==> src/rtl/mio_rd_pkg.sv <==
package mio_rd_pkg;

  localparam int ADDR_W = 24;
  localparam int CNT_W  = $clog2(ADDR_W + 1);

  typedef enum logic [2:0] {
    PH_IDLE, PH_CMD, PH_ADDR, PH_DUMMY, PH_DATA, PH_DRAIN
  } phase_e;

  // widths are lines per clock: 1, 2 or 4
  typedef struct packed {
    logic [2:0]       aw;
    logic [2:0]       dw;
    logic [CNT_W-1:0] addr_clks;
    logic [CNT_W-1:0] dummy;
    logic [CNT_W-1:0] byte_clks;
  } rd_cfg_t;

  function automatic logic mode_ok(input logic [2:0] m);
    return m <= 3'd5;
  endfunction

  function automatic logic [7:0] mode_opcode(input logic [2:0] m);
    case (m)
      3'd0:    return 8'h03;
      3'd1:    return 8'h0B;
      3'd2:    return 8'h3B;
      3'd3:    return 8'h6B;
      3'd4:    return 8'hBB;
      3'd5:    return 8'hEB;
      default: return 8'h00;
    endcase
  endfunction

  function automatic rd_cfg_t decode_mode(input logic [2:0] m);
    rd_cfg_t c;
    c.aw    = 3'd1;
    c.dw    = 3'd1;
    c.dummy = '0;
    case (m)
      3'd1: c.dummy = CNT_W'(8);
      3'd2: begin c.dw = 3'd2; c.dummy = CNT_W'(8); end
      3'd3: begin c.dw = 3'd4; c.dummy = CNT_W'(8); end
      3'd4: begin c.aw = 3'd2; c.dw = 3'd2; c.dummy = CNT_W'(4); end
      3'd5: begin c.aw = 3'd4; c.dw = 3'd4; c.dummy = CNT_W'(6); end
      default: ;
    endcase
    c.addr_clks = (c.aw == 3'd4) ? CNT_W'(ADDR_W / 4) :
                  (c.aw == 3'd2) ? CNT_W'(ADDR_W / 2) : CNT_W'(ADDR_W);
    c.byte_clks = (c.dw == 3'd4) ? CNT_W'(2) :
                  (c.dw == 3'd2) ? CNT_W'(4) : CNT_W'(8);
    return c;
  endfunction

  function automatic logic [3:0] lane_mask(input logic [2:0] w);
    case (w)
      3'd4:    return 4'b1111;
      3'd2:    return 4'b0011;
      default: return 4'b0001;
    endcase
  endfunction

endpackage

==> src/rtl/mio_tx_shift.sv <==
module mio_tx_shift #(
  parameter int SR_W = 32
) (
  input  logic            clk_i,
  input  logic            rst_ni,
  input  logic            load_i,
  input  logic [SR_W-1:0] load_val_i,
  input  logic            shift_i,
  input  logic [2:0]      width_i,
  output logic [3:0]      lines_o
);

  logic [SR_W-1:0] sr_q;

  always_ff @(posedge clk_i or negedge rst_ni) begin
    if (!rst_ni)      sr_q <= '0;
    else if (load_i)  sr_q <= load_val_i;
    else if (shift_i) sr_q <= sr_q << width_i;  // zeros fill the dummy/mode bits
  end

  always_comb begin
    case (width_i)
      3'd4:    lines_o = sr_q[SR_W-1 -: 4];
      3'd2:    lines_o = {2'b00, sr_q[SR_W-1 -: 2]};
      default: lines_o = {3'b000, sr_q[SR_W-1]};
    endcase
  end

  a_r1_load_shift_excl: assert property (@(posedge clk_i) disable iff (!rst_ni)
    !(load_i && shift_i));

endmodule

==> src/rtl/mio_rx_pack.sv <==
module mio_rx_pack #(
  parameter int DW = 8
) (
  input  logic          clk_i,
  input  logic          rst_ni,
  input  logic          sample_i,
  input  logic [2:0]    width_i,
  input  logic [3:0]    io_i,
  output logic [DW-1:0] next_o
);

  logic [DW-2:0] sr_q;

  // IO1 carries single-line data; IO3 is the top bit of a nibble
  always_comb begin
    case (width_i)
      3'd4:    next_o = {sr_q[DW-5:0], io_i[3:0]};
      3'd2:    next_o = {sr_q[DW-3:0], io_i[1:0]};
      default: next_o = {sr_q[DW-2:0], io_i[1]};
    endcase
  end

  always_ff @(posedge clk_i or negedge rst_ni) begin
    if (!rst_ni)       sr_q <= '0;
    else if (sample_i) sr_q <= next_o[DW-2:0];
  end

  a_r5_width_legal: assert property (@(posedge clk_i) disable iff (!rst_ni)
    sample_i |-> (width_i == 3'd1 || width_i == 3'd2 || width_i == 3'd4));

endmodule

==> src/rtl/mio_flash_reader.sv <==
module mio_flash_reader
  import mio_rd_pkg::*;
#(
  parameter int LEN_W = 16
) (
  input  logic              clk_i,
  input  logic              rst_ni,
  input  logic              start_i,
  input  logic [2:0]        mode_i,
  input  logic [ADDR_W-1:0] addr_i,
  input  logic [LEN_W-1:0]  len_i,
  output logic              busy_o,
  output logic              err_o,
  output logic              cs_n_o,
  output logic              sck_o,
  output logic [3:0]        io_o,
  output logic [3:0]        io_oe_o,
  input  logic [3:0]        io_i,
  output logic [7:0]        data_o,
  output logic              valid_o,
  input  logic              ready_i
);

  localparam int SR_W = 8 + ADDR_W;

  phase_e           phase_q;
  rd_cfg_t          cfg_q, cfg_d;
  logic             sck_q, cs_nq, valid_q, err_q;
  logic [CNT_W-1:0] clk_left_q;
  logic [LEN_W-1:0] bytes_left_q;
  logic [7:0]       data_q, rx_byte;
  logic [2:0]       cur_w;
  logic [3:0]       tx_lines, oe_lo, hold_bits;
  logic             go, bad_start, rise, fall, tx_shift, rx_sample;

  assign cfg_d     = decode_mode(mode_i);
  assign go        = (phase_q == PH_IDLE) && start_i && mode_ok(mode_i) && (len_i != '0);
  assign bad_start = (phase_q == PH_IDLE) && start_i && !mode_ok(mode_i);
  assign rise      = !sck_q && !(valid_q && !ready_i);
  assign fall      = sck_q;
  assign tx_shift  = sck_q && (phase_q == PH_CMD || phase_q == PH_ADDR || phase_q == PH_DUMMY);
  assign rx_sample = rise && (phase_q == PH_DATA);

  always_comb begin
    case (phase_q)
      PH_CMD:            cur_w = 3'd1;
      PH_ADDR, PH_DUMMY: cur_w = cfg_q.aw;
      default:           cur_w = cfg_q.dw;
    endcase
  end

  mio_tx_shift #(.SR_W(SR_W)) u_tx (
    .clk_i      (clk_i),
    .rst_ni     (rst_ni),
    .load_i     (go),
    .load_val_i ({mode_opcode(mode_i), addr_i}),
    .shift_i    (tx_shift),
    .width_i    (cur_w),
    .lines_o    (tx_lines)
  );

  mio_rx_pack #(.DW(8)) u_rx (
    .clk_i    (clk_i),
    .rst_ni   (rst_ni),
    .sample_i (rx_sample),
    .width_i  (cfg_q.dw),
    .io_i     (io_i),
    .next_o   (rx_byte)
  );

  always_ff @(posedge clk_i or negedge rst_ni) begin
    if (!rst_ni) begin
      phase_q      <= PH_IDLE;
      cfg_q        <= '0;
      sck_q        <= 1'b0;
      cs_nq        <= 1'b1;
      clk_left_q   <= '0;
      bytes_left_q <= '0;
      valid_q      <= 1'b0;
      data_q       <= '0;
      err_q        <= 1'b0;
    end else begin
      err_q <= bad_start;
      if (valid_q && ready_i) valid_q <= 1'b0;
      case (phase_q)
        PH_IDLE: if (go) begin
          cfg_q        <= cfg_d;
          cs_nq        <= 1'b0;
          phase_q      <= PH_CMD;
          clk_left_q   <= CNT_W'(8);
          bytes_left_q <= len_i;
        end
        PH_DRAIN: if (!valid_q || ready_i) begin
          cs_nq   <= 1'b1;
          phase_q <= PH_IDLE;
        end
        default: begin
          if (rise) begin
            sck_q <= 1'b1;
            if (phase_q == PH_DATA && clk_left_q == CNT_W'(1)) begin
              valid_q      <= 1'b1;
              data_q       <= rx_byte;
              bytes_left_q <= bytes_left_q - 1'b1;
            end
          end else if (fall) begin
            sck_q <= 1'b0;
            if (clk_left_q == CNT_W'(1)) begin
              case (phase_q)
                PH_CMD: begin
                  phase_q    <= PH_ADDR;
                  clk_left_q <= cfg_q.addr_clks;
                end
                PH_ADDR: begin
                  if (cfg_q.dummy != '0) begin
                    phase_q    <= PH_DUMMY;
                    clk_left_q <= cfg_q.dummy;
                  end else begin
                    phase_q    <= PH_DATA;
                    clk_left_q <= cfg_q.byte_clks;
                  end
                end
                PH_DUMMY: begin
                  phase_q    <= PH_DATA;
                  clk_left_q <= cfg_q.byte_clks;
                end
                default: begin
                  if (bytes_left_q == '0) phase_q <= PH_DRAIN;
                  else                    clk_left_q <= cfg_q.byte_clks;
                end
              endcase
            end else begin
              clk_left_q <= clk_left_q - 1'b1;
            end
          end
        end
      endcase
    end
  end

  // host drives opcode/address/dummy lanes; non-quad modes keep IO2/IO3 high
  always_comb begin
    case (phase_q)
      PH_CMD:            oe_lo = 4'b0001;
      PH_ADDR, PH_DUMMY: oe_lo = lane_mask(cfg_q.aw);
      default:           oe_lo = 4'b0000;
    endcase
    hold_bits = (!cs_nq && cfg_q.dw != 3'd4) ? 4'b1100 : 4'b0000;
  end

  assign io_oe_o = oe_lo | hold_bits;
  assign io_o    = (tx_lines & oe_lo) | hold_bits;
  assign cs_n_o  = cs_nq;
  assign sck_o   = sck_q;
  assign busy_o  = phase_q != PH_IDLE;
  assign err_o   = err_q;
  assign data_o  = data_q;
  assign valid_o = valid_q;

  a_r12_idle_quiet: assert property (@(posedge clk_i) disable iff (!rst_ni)
    cs_n_o |-> (io_oe_o == 4'b0000 && !sck_o && !valid_o));

  a_r10_err_no_cs: assert property (@(posedge clk_i) disable iff (!rst_ni)
    err_o |-> cs_n_o);

  a_r7_stall_no_rise: assert property (@(posedge clk_i) disable iff (!rst_ni)
    (valid_o && !ready_i && !sck_o) |=> !sck_o);

  a_r7_hold_data: assert property (@(posedge clk_i) disable iff (!rst_ni)
    (valid_o && !ready_i) |=> (valid_o && $stable(data_o)));

  a_r8_cs_until_accept: assert property (@(posedge clk_i) disable iff (!rst_ni)
    (valid_o && !ready_i) |=> !cs_n_o);

  a_r4_released_in_data: assert property (@(posedge clk_i) disable iff (!rst_ni)
    (!cs_n_o && sck_o && valid_o) |-> (io_oe_o[1:0] == 2'b00));

endmodule

==> config.mk <==
export PLATFORM = sky130hd
export DESIGN_NAME = mio_flash_reader
export DESIGN_NICKNAME = d
export VERILOG_FILES = /design/src/rtl/mio_rd_pkg.sv /design/src/rtl/mio_tx_shift.sv /design/src/rtl/mio_rx_pack.sv /design/src/rtl/mio_flash_reader.sv
export SDC_FILE = /design/constraint.sdc
export NUM_CORES = 1
export LEC_CHECK = 0
export ABC_AREA = 1
export BUFFER_PORTS_ARGS = -buffer_cell sky130_fd_sc_hd__buf_2
export CORE_MARGIN = 2
export CORE_UTILIZATION = 46
export CTS_CLUSTER_SIZE = 40
export DETAILED_ROUTE_END_ITERATION = 6
export GPL_TIMING_DRIVEN = 0
export MAX_ROUTING_LAYER = met4
export PLACE_DENSITY = 0.65
export SLEW_MARGIN = 10
export SYNTH_ARGS = -nofsm -noshare
export SYNTH_HDL_FRONTEND = slang
export SYNTH_SLANG_ARGS = --single-unit
==> constraint.sdc <==
create_clock -name clk_i -period 2.6 [get_ports clk_i]
set_input_delay 0.39 -clock clk_i [delete_from_list [all_inputs] [get_ports clk_i]]
set_output_delay 0.39 -clock clk_i [all_outputs]
set_load 0.05 [all_outputs]
# [Yosys cells after proc, flatten, opt, wreduce, memory -nomap -nowiden]
# Index checks and enable logic that the tools add are counted.
[totals] register_bits=96 latch_bits=0 rom_bits=0 n_memories=0 output_inout_bits=21 inputBits=51 ramBits=0
[op_classes] n_shift=1 add_sub_neg=2 mul=0 muxes=45 bitwise_logic=5 order_cmp=1 n_reduce_logical=45 n_eq_ne=27 n_div=0
[op_table] cell="$mux 32" count=2
[op_table] cell="$mux 16" count=3
[op_table] cell="$pmux 8 s6" count=1
[op_table] cell="$mux 5" count=8
[op_table] cell="$pmux 16 s2" count=1
[op_table] cell="$shl 32x3->32" count=1
[op_table] cell="$eq 3x2->1 const B" count=9
[op_table] cell="$eq 3x3->1 const B" count=9
[op_table] cell="$pmux 3 s2" count=4
[op_table] cell="$pmux 4 s2" count=3
[op_table] cell="$mux 3" count=7
[op_table] cell="$logic_not 16->1" count=1
[op_table] cell="$pmux 8 s2" count=1
[op_table] cell="$reduce_bool 16->1" count=1
[op_table] cell="$sub 16x1->16 const B" count=1
[op_table] cell="$pmux 5 s3" count=1
[op_table] cell="$mux 4" count=3
[op_table] cell="$pmux 4 s3" count=1
[op_table] cell="$logic_and 1x1->1" count=11
[op_table] cell="$pmux 5 s2" count=1
[op_table] cell="$reduce_bool 2->1" count=5
[op_table] cell="$pmux 3 s3" count=1
[op_table] cell="$reduce_bool 3->1" count=3
[op_table] cell="$or 4x4->4" count=2
[op_table] cell="25 further kinds" count=46

# [Longest topological paths before layout]
# Gate-level depths: netlist (run 1).
[depth] word_depth=7 depth_mapped=13 ltp_nobuf=12

# [Cells and area by module]
# From an unflattened synthesis (run 1), not the netlist that was laid out.
[hier_totals] hier_cells=934 area_unflattened_um2=6321.1
[modules_own_cells] mod="mio_flash_reader" area_per_inst_um2=3204.3 seq_area_each_um2=1277.5 instances=1 cells_per_inst=445
[modules_own_cells] mod="mio_tx_shift" area_per_inst_um2=2590.0 seq_area_each_um2=800.8 instances=1 cells_per_inst=419
[modules_own_cells] mod="mio_rx_pack" area_per_inst_um2=526.8 seq_area_each_um2=175.2 instances=1 cells_per_inst=70

# [Worst setup path before layout (run 1)]
# No wires, ideal clock.
[synth_path] path_kind="register to output" start="reg phase_q[1]" end="out io_o[0]" t_arrival_ps=2139 setup_slack_ps=71 path_stages_with_launch=9 required_ps=2210 path_cell_list="dfrtp_1 > o21ai_4 > nand2_1 > nand2_1 > buf_2 > nand3_1 > nor2_1 > nor2_1 > a21oi_1"
[synth_via] elab_chain_len=7
[synth_rtl] element="from (decl)" line_no="mio_flash_reader.sv:26" source="phase_e phase_q;"
[synth_rtl] element="from (signal assigned)" line_no="mio_flash_reader.sv:73" source="phase_q <= PH_IDLE;"
[synth_rtl] element="from (signal assigned)" line_no="mio_flash_reader.sv:89" source="phase_q <= PH_CMD;"
[synth_rtl] element="from (signal assigned)" line_no="mio_flash_reader.sv:95" source="phase_q <= PH_IDLE;"
[synth_rtl] element="$eq 3x2->1" line_no="mio_flash_reader.sv:45, mio_flash_reader.sv:142"
[synth_rtl] element="$reduce_or 2->1" line_no="mio_flash_reader.sv:45, mio_flash_reader.sv:142"
[synth_rtl] element="$pmux 3 s2" line_no="mio_flash_reader.sv:45" source="case (phase_q)"
[synth_rtl] element="$eq 3x2->1 / $eq 3x3->1 (equally long branches)" line_no="mio_tx_shift.sv:22" source="case (width_i)"
[synth_rtl] element="$pmux 4 s2" line_no="mio_tx_shift.sv:22"
[synth_rtl] element="$and 4x4->4 *" line_no="mio_flash_reader.sv:151" source="assign io_o = (tx_lines & oe_lo) | hold_bits;"
[synth_rtl] element="$or 4x4->4 *" line_no="mio_flash_reader.sv:151"
[synth_rtl] element="to (decl)" line_no="mio_flash_reader.sv:16" source="output logic [3:0] io_o,"
# Mark *: on every way between the ends. The rest lies on a longest branch, timed or not.

# [Worst setup path after layout (run 1)]
[layout_path] start="reg phase_q[2]" end="out io_o[0]"
# The elaborated chain is that of the path after synthesis.

==> results, run 1 <==
- The routed via count divided by cell count is 5.34.
- Setup violations remaining at the end of the flow were counted as 0.
- The power per cell area is 1480 nW/um^2.
- Across the run, the number of max-cap violations was 0.
- For this design the top-level I/O count stands at 72.
- The share of the synthesized area in compound gates (AO/OA/AOI/OAI) was 0.0999.
- The number of instances in the synthesized netlist is 936.
- Across all layers, the routed design uses 6445 vias.
- The cts-stage hold buffer count is 0.
- Dividing the synthesized area by the synthesized cell count gives 6.59 sq um.
- Traced cell by cell, the critical path runs through inv_4 -> o21ai_4 -> a21oi_2 -> nor2_2 -> nand2_2 -> nand3_1 -> a21oi_2 -> buf_6.
- The sum of overflow across all layers after global routing is 0.
- The total number of nets in the final design is 1086.
- In the synthesized netlist the async set-or-reset flop fraction comes to 1.00.
- During placement, the flow inserted port buffers numbering 71.
- The number of antenna violations at the first check in global routing came to 0.
- The shortest clock period the worst path allows after layout is 2490 ps.
- At the pin with the least slew margin, the transition time is 598 ps.
- The wire length of the first global-routing pass is 30100 um.
- The most frequent cell after synthesis is sky130_fd_sc_hd__nand2_1.
- The most common cell type on the critical path is sky130_fd_sc_hd__a21oi_2.
- The die is 120 um wide.
- The clock skew after layout is 8.70 ps.
- Setup repair after global routing left no endpoint under its margin.
- In this run the vertical extent of the chip is 120 um.
- The share of final-layout standard cells stronger than drive strength 1 is 0.170.
- The final design utilization is 0.548.
- The final routed wirelength across all metal layers is 18300 um.
- The clock sink total is 91.
- After clock tree synthesis, the clock-pin slew on the worst setup and hold paths is 70 ps.
- The aggregate negative setup slack is 0 ps.
- The most critical setup path has its endpoint at io_o[0].
- The maximum count of clock buffers along a single path is 2.
- The non-filler instance count after layout is 1207.
- The most used flip-flop cell after synthesis is sky130_fd_sc_hd__dfrtp_1.
- The total half-perimeter wirelength after legalization and detailed placement is 13700 um.
- The average wire per standard cell is 15.2 um.
- The worst path required time is 2210 ps.
- Summing every instance area after synthesis gives 6170 sq um.
- The pin count of the biggest net entering global routing is 53.
- The congestion estimate from routability-driven global placement came to 0.966.
- The post-synthesis share of cell area spent on full adders, half adders and majority gates is 0.0182.
- The final worst slack is 111 ps.
- In this run the critical register-to-register path is captured at bytes_left_q[13].
- Dividing the final minimum period by the clock period gives 0.957.
- Across the VDD grid, the largest voltage drop is 0.707 mV.
- Measured against its own limit, the worst slew margin works out to 0.600.
- The first-pass iteration count of the detailed router is 5.
- The maximum clock frequency is 402 MHz.
- The number of global-route vias before repair is 5993.
- TritonCTS built the clock tree.
- Of the total synthesized cell area, the portion taken by XOR and XNOR cells is 0.00851.
- The cell sitting at the root of the clock tree is a sky130_fd_sc_hd__clkbuf_16.
- The share of synthesized area in the top cell type comes to 0.365.
- In this run the remaining antenna-violating nets after routing total 0.
- The final-report hold violation count was 0.
- The cell count after placement is 1184.
- The leakage power figure is 3.82 nW.
- The sequential cell area fraction in the yosys report is 0.369.
- The slowest stage cell on the critical path is sky130_fd_sc_hd__dfrtp_1.
- The total global-route track usage is 0.273.
- The post-synthesis cell type count is 41.
- The multiplexer share of the synthesized area is 0.00182.
- Summed over all instances, the cell type with the most area after synthesis is sky130_fd_sc_hd__dfrtp_1.
- Among cell families on the critical path, the largest total delay comes from compound AO/OA/AOI/OAI gates.
- The flow ran to the end, and the final reports show no timing, DRC or antenna violations.
- In the routed design, unresolved DRC markers number 0.
- The initial core utilization is 0.468.
- The reg2reg setup slack is 420 ps.
- Data arrives at the worst endpoint at 2100 ps.
- The depth of the worst register-to-register path is 12.
- The largest family of logic cells by synthesized area is simple AND/OR/NAND/NOR gates.
- The clock insertion delay at the later pin of the skew report is 360 ps.
- After floorplanning, the core was divided into 42 placement rows.
- The critical path endpoint category is an output port.
- Final hold analysis gives a worst-case slack of 10.4 ps.
- After synthesis, the cell types taking the most area are sky130_fd_sc_hd__dfrtp_1, sky130_fd_sc_hd__nand2_1, sky130_fd_sc_hd__nand3_1.
- The number of buffers and inverters on the critical path is 2.
- The critical path startpoint is phase_q[2].
- The core area is 13200 sq um.
- The count of H-tree levels built during CTS is 3.
- Yosys mapped a number of flops with a built-in enable equal to 0.
- The synthesis-stage register bit count is 91.
- The beginning of the worst register-to-register path is phase_q[1].
- The number of buffers inserted during clock tree synthesis is 9.
- Of all nets on the critical path, the largest fanout is 8.
- The post-synthesis share of cell area spent on and, or, nand and nor gates is 0.405.
- The path length in cells of the critical path is 8.
- The number of slew-limit violations in the final report is 0.
- After synthesis, the most frequently instantiated cells are sky130_fd_sc_hd__nand2_1, sky130_fd_sc_hd__nand3_1, sky130_fd_sc_hd__inv_1.
- In this design, the stage delay of the slowest critical-path cell is 420 ps.
- The total number of yosys warnings is 0.
- The area of the die is 14400 sq um.
- The worst hold-check path type is in2async.
- In this run, the number of DRC markers left after iteration 0 of detailed routing was 500.
- The number of antenna diodes is 0.
- The pre-CTS setup slack is 98.4 ps.
- The total nets after synthesis is 996.
- The worst setup path is launched from a flip-flop.
- The area growth from synthesis to layout is 17.2%.
- The critical path class is reg2out.
cell type report:
class                      count  area, sq um
clock inverter                 4         72.6
buffer                        36          211
clock buffer                  12          256
tap                          176          220
fill                        1344         5960
inverter                     107          407
multi-input combinational    702         3340
sequential                    91         2280
timing repair buffer          79          447
how the worst min path moves through the flow:
| stage | from | endpoint | slack, ps | cells past startpoint |
|---|---|---|---|---|
| 5_1_grt | rst_ni | bytes_left_q[4] | 60 | 1 |
| 4_1_cts | rst_ni | bytes_left_q[5] | 40 | 1 |
| 3_5_place_dp | rst_ni | bytes_left_q[5] | 410 | 1 |
| 3_3_place_gp | data_o[2] | data_o[2] | 460 | 2 |
| 6_report | rst_ni | bytes_left_q[4] | 10 | 1 |
| 2_1_floorplan | rst_ni | bytes_left_q[0] | 90 | 0 |
sequential cells by signal (all words and copies together), names as in the netlist:
register / count
u_tx.sr_q: 32
bytes_left_q: 16
cs_n_o: 1
err_o: 1
valid_o: 1
sck_o: 1
u_rx.sr_q: 7
phase_q: 3
clk_left_q: 5
cfg_q: 16
data_o: 8
stage by stage:
step                power (W)  area, sq um
CTS                    0.0106         7180
global route           0.0116         7230
global placement      0.00887         6750
finish                 0.0107         7230
floorplan             0.00732         6170
detailed placement    0.00893         6780
cells in the final DEF (no fill, tap or decap), types with 12 or more instances in the layout:
master	instances
sky130_fd_sc_hd__nand2_1	304
sky130_fd_sc_hd__o21ai_0	48
sky130_fd_sc_hd__nand3_1	169
sky130_fd_sc_hd__inv_1	97
sky130_fd_sc_hd__buf_2	90
sky130_fd_sc_hd__dfrtp_1	88
sky130_fd_sc_hd__buf_4	17
sky130_fd_sc_hd__or2_2	12
sky130_fd_sc_hd__a21oi_1	15
sky130_fd_sc_hd__nor2_1	63
worst register-to-register path, delay by kind of cell (launching register included):
kind,cells,cell delay [ps]
buffers and inverters,3,410
DFF,1,440
AOI/OAI and AO/OA,1,100
and+or+nand+nor,8,1100
layer usage:
| metal | part of all wire | vias to the layer above | routed length [um] | GRT usage |
|---|---|---|---|---|
| met3 | 0.067 | 44 | 1230 | 0.0404 |
| li1 | - | 3212 | - | - |
| met1 | 0.46 | 2948 | 8460 | 0.372 |
| met4 | 0.028 | 0 | 517 | 0.0978 |
| met5 | 0 | - | 0 | - |
| met2 | 0.44 | 241 | 8110 | 0.416 |
cell families (layout without fill, tap and decap cells):
| family | count (synthesis) | in the layout |
|---|---|---|
| XOR/XNOR | 6 | 6 |
| AND/OR/NAND/NOR | 580 | 580 |
| multiplexers | 1 | 1 |
| flip-flops | 91 | 91 |
| adder cells (fa/ha/maj) | 9 | 9 |
| buffers and inverters | 143 | 238 |
| AO/OA/AOI/OAI | 106 | 106 |
power by group:
part	internal (W)	total, W	switching, W
clock	0.000895	0.00148	0.000584
sequential	0.00209	0.00264	0.000545
combinational	0.00220	0.00658	0.00437
total	0.00519	0.0107	0.00550
timing repair:
action                                  4_1_cts  5_1_grt
pin swaps                                     1        2
setup buffers                                 5        2
resized for setup                            11       13
endpoints found under the setup margin        2        2
No activity file was read; power rests on OpenSTA's default activity.
==> run 2: changes to the inputs <==
Settings changed: PLACE_DENSITY 0.65 to 0.72, SETUP_SLACK_MARGIN from default to 0.2.
==> results, run 2 (synthesized netlist as in run 1, its figures left out) <==
- The flow ran to the end, but the final reports show violations.
- The final reports fail on design-rule violations, negative hold slack.
- The H-tree generated during clock tree synthesis spans 3 levels.
- Along the worst path, the maximum fanout reaches 7.
- The peak per-stage delay on the critical path is 400 ps.
- After clock tree synthesis, the clock-pin slew on the worst setup and hold paths is 70 ps.
- Across the routed clock network, the largest skew measured is 10.7 ps.
- After detailed routing, the total wire length is 17700 um.
- In the finished design, the share of the clock period the worst path needs comes to 0.919.
- The first global-routing pass estimated 29100 um of wire.
- The number of global-route vias before repair is 5924.
- For this configuration, the core starts out at a cell density of 0.468.
- The power per cell area is 1460 nW/um^2.
- The maximum clock frequency is 419 MHz.
- The violation count after the first detailed-routing iteration is 785.
- The worst hold-check path type is in2async.
- Hold repair after CTS inserted 0 buffers.
- The buffering stage count on the worst path with inverters included is 4.
- The root cell of the clock tree is sky130_fd_sc_hd__clkbuf_16.
- The core area is 13200 sq um.
- The share of total power dissipated in sequential elements is 0.247.
- Total power for the finished layout comes to 0.0107 W.
- The largest register by flop count is u_tx.sr_q.
- The internal power of the cells is 0.00516 W.
- 0 antenna diodes ended up in the layout.
- The worst path required time is 2210 ps.
- The residual antenna-violating net count after detailed routing is 0.
- The maximum count of clock buffers along a single path is 2.
- The net load switching power is 0.00553 W.
- The worst setup path is of the reg2out kind.
- The DRC violation count after routing is 4.
- The tool flagged a number of max-cap violations equal to 0.
- The number of flip-flops in the largest register is 32.
- The leakage power figure is 3.88 nW.
- The number of antenna violations at the first check in global routing is 0.
- For the final routed database, the setup TNS stands at 0 ps.
- The die span in x is 120 um.
- The die covers 14400 sq um.
- The leading cell type in the layout, fill and taps excluded is sky130_fd_sc_hd__nand2_1.
- In the final layout, the registers with the most flip-flops are u_tx.sr_q: 32 flops, bytes_left_q: 16 flops, cfg_q: 16 flops.
- The global placer's final weighted congestion is 0.990.
- Among the stages of the critical path, the cell type that occurs most often is sky130_fd_sc_hd__buf_6.
- Measured along the y axis, the die boundary spans 120 um.
- The share of final-layout standard cells stronger than drive strength 1 is 0.179.
- For the pin with the worst max-slew slack, the measured transition is 518 ps.
- In the layout the commonest cells are sky130_fd_sc_hd__nand2_1, sky130_fd_sc_hd__nand3_1, sky130_fd_sc_hd__inv_1.
- The number of slew-limit violations in the final report is 0.
- The total half-perimeter wirelength after legalization and detailed placement is 13100 um.
- The count of buffers added on input and output ports is 71.
- The final design utilization is 0.555.
- Across every metal layer, demand over resource in global routing totals 0.261.
- In the routed layout, each cell is associated on average with a via count of 5.36.
- Data on the critical path arrives at its endpoint at 2000 ps.
- The critical path endpoint category is an output port.
- The number of core rows is 42.
- The first-pass iteration count of the detailed router is 7.
- The number of buffers inserted during clock tree synthesis is 9.
- The shortest clock period the worst path allows after layout is 2390 ps.
- The share of total power dissipated in combinational logic is 0.632.
- For this design the top-level I/O count stands at 72.
- Summed over all layers, the global routing overflow is 0.
- On the critical path the largest part of the delay comes from buffers and inverters.
- The final-report hold violation count is 3.
- Of the total power, the clock network draws 0.121.
- The worst hold-check slack is -9.54 ps.
- The total setup violations reported at the end of the flow is 0.
- VDD sags by at most 0.601 mV.
- Across all layers, the routed design uses 6539 vias.
- The total of fill cells in the finished design is 1277.
- The slowest stage cell on the critical path is sky130_fd_sc_hd__dfrtp_1.
- The critical path goes through inv_2 -> o21ai_4 -> buf_6 -> a21oi_4 -> inv_4 -> nand2_4 -> nand3_1 -> a21oi_2 -> buf_6.
- The average wire per standard cell is 14.5 um.
- The category of the worst setup path launch point is a flip-flop.
- Setup repair after global routing could not meet its margin everywhere.
- The layout-stage area growth over the synthesis result is 18.6%.
- The total number of nets in the final design is 1098.
- The clock tree from TritonCTS is built.
- The clock sink total is 91.
- For the worst-skew pair, the clock arrives at the later sink with an insertion delay of 360 ps.
- Of the total power, the share spent switching nets is 0.517.
- The worst pin sits at a relative slew slack of 0.654.
- Entering global routing, the biggest net connects 55 pins.
run 2: layout make-up:
class                      count  area [sq um]  share of cell area
buffer                        36           215              0.0294
multi-input combinational    702          3360               0.460
clock inverter                 3          21.3             0.00291
sequential                    91          2280               0.312
inverter                     107           404              0.0552
clock buffer                  13           260              0.0356
tap                          176           220              0.0301
timing repair buffer          91           553              0.0756
run 2: worst reg2reg max path, stage by stage (launching register included):
cell and delay [ps]:
sky130_fd_sc_hd__dfrtp_1 380, sky130_fd_sc_hd__inv_1 110, sky130_fd_sc_hd__ha_1 160, sky130_fd_sc_hd__nand3_1 280, sky130_fd_sc_hd__inv_1 230, sky130_fd_sc_hd__nand2_1 110, sky130_fd_sc_hd__nand2_1 90, sky130_fd_sc_hd__nand2_1 100
sky130_fd_sc_hd__inv_2 80, sky130_fd_sc_hd__buf_4 170, sky130_fd_sc_hd__o21ai_0 100, sky130_fd_sc_hd__nand2_1 80, sky130_fd_sc_hd__nand2_1 60
run 2: stage by stage:
step                      setup WS [ps]  area, sq um  std cells  hold slack [ps]
final                               212         7320       1219            -9.54
after global routing                109         7320       1219             34.5
after CTS                           190         7250       1213             11.7
after detailed placement            109         6780       1184              395
after global placement              110         6750       1183              457
after floorplan                     248         6180        936             94.4
run 2: path summary, 6_finish.rpt:
kind,cells past startpoint,end,slack (ps),startpoint
worst max-delay path,9,io_o[0],210,phase_q[2]
worst min-delay path,1,bytes_left_q[4],-10,rst_ni
max in group asynchronous,2,cs_n_o,1920,rst_ni
worst min register to register,2,data_o[6],480,data_o[6]
worst max register to register,12,bytes_left_q[13],540,clk_left_q[1]
min in group clk_i,3,u_tx.sr_q[3],260,addr_i[3]
run 2: what timing repair did:
action	CTS	global route
gates cloned	0	0
setup endpoints to repair	2	5
setup buffers	13	6
gates resized for setup	26	7
pin swaps	6	8
run 2: power by group through the flow:
stage               Clock, W  Sequential, W  Combinational, W
floorplan                  0        0.00268           0.00464
global placement           0        0.00264           0.00617
detailed placement         0        0.00264           0.00623
CTS                  0.00130        0.00262           0.00655
global route         0.00137        0.00272           0.00757
finish               0.00129        0.00264           0.00676
run 2: metal layers:
layer  share of wire  track usage  up-vias
met1            0.46        0.369     2946
met4           0.024       0.0882        0
met2            0.44        0.386      313
met5               0            -        -
met3           0.082       0.0385       39
li1                -            -     3241
==> run 3: changes to the inputs <==
Settings changed: CTS_BUF_LIST from default to sky130_fd_sc_hd__clkbuf_16, SETUP_SLACK_MARGIN 0.2 to default.
==> results, run 3 (synthesized netlist as in run 1, its figures left out) <==
- The total global-route track usage is 0.262.
- In this run the remaining antenna-violating nets after routing total 0.
- The shortest clock period the worst path allows after layout is 2490 ps.
- The area taken by multi-input logic gates is 3330 sq um.
- The number of antenna diodes is 0.
- The final routed wirelength across all metal layers is 17900 um.
- The clock sink total is 91.
- In the routed design, unresolved DRC markers number 0.
- Using the TritonRoute via totals, the vias-per-cell ratio works out to 5.41.
- The net load switching power is 0.00551 W.
- Of the total power, the clock network draws 0.135.
- The initialized floorplan defines 42 standard-cell rows.
- The initial utilization of the core area, before any placement, comes to 0.468.
- The clock transition at the registers of the reported paths is 70 ps.
- The final clock period utilization by the worst path is 0.959.
- The pin count of the biggest net entering global routing is 55.
- The violation count after the first detailed-routing iteration is 678.
- Setup violations remaining at the end of the flow were counted as 0.
- The flow ran to the end, and the final reports show no timing, DRC or antenna violations.
- The area of the die is 14400 sq um.
- For the worst setup path, the data arrival time is 2100 ps.
- The maximum count of clock buffers along a single path is 2.
- The sequential cell fraction of total power is 0.246.
- The clock tree from TritonCTS is built.
- The top-level I/O count is 72.
- Fill cells in the final layout number 1350.
- The average wire per standard cell is 14.7 um.
- The library cells used most frequently in the layout, excluding fill and tap cells, are sky130_fd_sc_hd__nand2_1, sky130_fd_sc_hd__nand3_1, sky130_fd_sc_hd__inv_1.
- The number of global-route vias before repair is 5846.
- The tool flagged a number of max-cap violations equal to 0.
- The number of buffers inserted during clock tree synthesis is 9.
- The worst hold-check path type is in2async.
- The core area is 13200 sq um.
- The die extent in y is 120 um.
- The critical path endpoint category is an output port.
- Setup slack on the critical path of the routed design comes to 108 ps.
- The number of slew-limit violations in the final report came to 0.
- The share of final-layout standard cells stronger than drive strength 1 is 0.172.
- Routability-driven placement finished with a final weighted congestion of 0.962.
- The worst-case vdd ir drop is 0.578 mV.
- Timing analysis after detailed placement gives a worst setup slack of 116 ps.
- The clock tree synthesis step divided the H-tree into 3 levels.
- The area growth from synthesis to layout is 17.7%.
- The total area of sequential cells is 2280 sq um.
- For this design the static power due to leakage is 3.85 nW.
- Timing would allow up to 401 MHz.
- The final design utilization is 0.551.
- Power spread over the standard cell area amounts to 1470 nW/um^2.
- The worst pin sits at a relative slew slack of 0.617.
- The total power of the final layout is 0.0107 W.
- At the pin with the least slew margin, the transition time is 572 ps.
- At the end of the flow, the number of nets in the layout was 1093.
- The first-pass iteration count of the detailed router is 6.
- For this block, the via count after detailed routing is 6570.
- The number of port buffers is 71.
- The register with the most flip-flops in the layout has 32 of them.
- STA puts the critical path data required time at 2210 ps.
- Measured along the x axis, the die boundary spans 120 um.
- The net switching share of the total power is 0.514.
- The first global-routing pass estimated 29200 um of wire.
- Leaving out fill and tap cells, the most frequent cell in the layout is sky130_fd_sc_hd__nand2_1.
- The number of antenna violations at the first check in global routing is 0.
- Setup total negative slack on the finished layout was measured at 0 ps.
- For this run the aggregate overflow at the end of global routing stands at 0.
- In this run the worst path has a maximum fanout of 10.
- In the final layout, the registers with the most flip-flops are u_tx.sr_q: 32 flops, bytes_left_q: 16 flops, cfg_q: 16 flops.
- The clock skew after layout is 14.1 ps.
- The category of the worst setup path launch point is a flip-flop.
- Internal power comes to 0.00520 W.
- The clock insertion delay at the later pin of the skew report is 360 ps.
- The worst hold-check slack is 0.482 ps.
- The final-report hold violation count was 0.
- The setup path with the least slack is of type reg2out.
- The total half-perimeter wirelength after legalization and detailed placement is 13200 um.
- The largest register by flop count is u_tx.sr_q.
- The tree is rooted in a sky130_fd_sc_hd__clkbuf_16.
- The combinational power share is 0.619.
[run 3: cell types whose count changed in the layout (fill, tap and decap cells not counted), moves of 2 or more]
cell	delta
sky130_fd_sc_hd__buf_2	+2
sky130_fd_sc_hd__buf_4	-3
sky130_fd_sc_hd__buf_8	-2
sky130_fd_sc_hd__bufinv_16	+2
sky130_fd_sc_hd__clkbuf_1	-2
sky130_fd_sc_hd__clkbuf_4	-2
sky130_fd_sc_hd__clkbuf_8	-2
sky130_fd_sc_hd__clkinv_2	+2
sky130_fd_sc_hd__nand2_4	-2
[run 3: area by class of cell]
| type | count | share of cell area |
|---|---|---|
| timing repair buffer | 86 | 0.0687 |
| tap | 176 | 0.0303 |
| multi-input combinational | 702 | 0.459 |
| sequential | 91 | 0.314 |
| clock inverter | 7 | 0.0126 |
| buffer | 36 | 0.0291 |
| clock buffer | 9 | 0.0310 |
| inverter | 107 | 0.0556 |
[run 3: metrics by stage]
stage | instance area [sq um] | std cells
global placement | 6750 | 1183
global route | 7270 | 1214
finish | 7270 | 1214
CTS | 7150 | 1204
detailed placement | 6780 | 1184
floorplan | 6170 | 936
[run 3: timing repair]
action	CTS	global route
pin swaps	1	3
setup endpoints to repair	2	2
resized for setup	8	13
setup buffers	4	10
hold buffers	0	0
[run 3: worst paths after layout]
kind | startpoint | end | slack, ps | cells after the start
hold reg to reg | data_o[6] | data_o[6] | 470 | 2
min in group clk_i | addr_i[3] | u_tx.sr_q[3] | 260 | 3
max in group asynchronous | rst_ni | cs_n_o | 1930 | 2
setup reg to reg | phase_q[1] | bytes_left_q[13] | 370 | 12
setup / recovery | phase_q[0] | io_o[1] | 110 | 8
hold / removal | rst_ni | bytes_left_q[4] | 0.5 | 1
[run 3: routing by layer]
metal | up-vias | routed length [um] | global-route usage
met5 | - | 0 | -
met4 | 0 | 549 | 0.107
met3 | 45 | 1320 | 0.0318
met2 | 282 | 7830 | 0.384
met1 | 3019 | 8200 | 0.371
li1 | 3224 | - | -
[run 3: critical path, cell delays in order, from the launching register on]
cell and delay, ps:
sky130_fd_sc_hd__dfrtp_2 450, sky130_fd_sc_hd__o21ai_4 260, sky130_fd_sc_hd__nand2_4 110, sky130_fd_sc_hd__nand2_2 100, sky130_fd_sc_hd__buf_6 150, sky130_fd_sc_hd__nand3_1 140
sky130_fd_sc_hd__o22ai_1 170, sky130_fd_sc_hd__and2_1 170, sky130_fd_sc_hd__buf_4 200
[run 3: power by group through the flow]
stage	Clock [W]	Combinational (W)	Sequential, W
after detailed placement	0	0.00626	0.00264
after floorplan	0	0.00464	0.00268
final	0.00145	0.00663	0.00264
after global routing	0.00152	0.00743	0.00271
after global placement	0	0.00615	0.00263
after CTS	0.00147	0.00637	0.00263
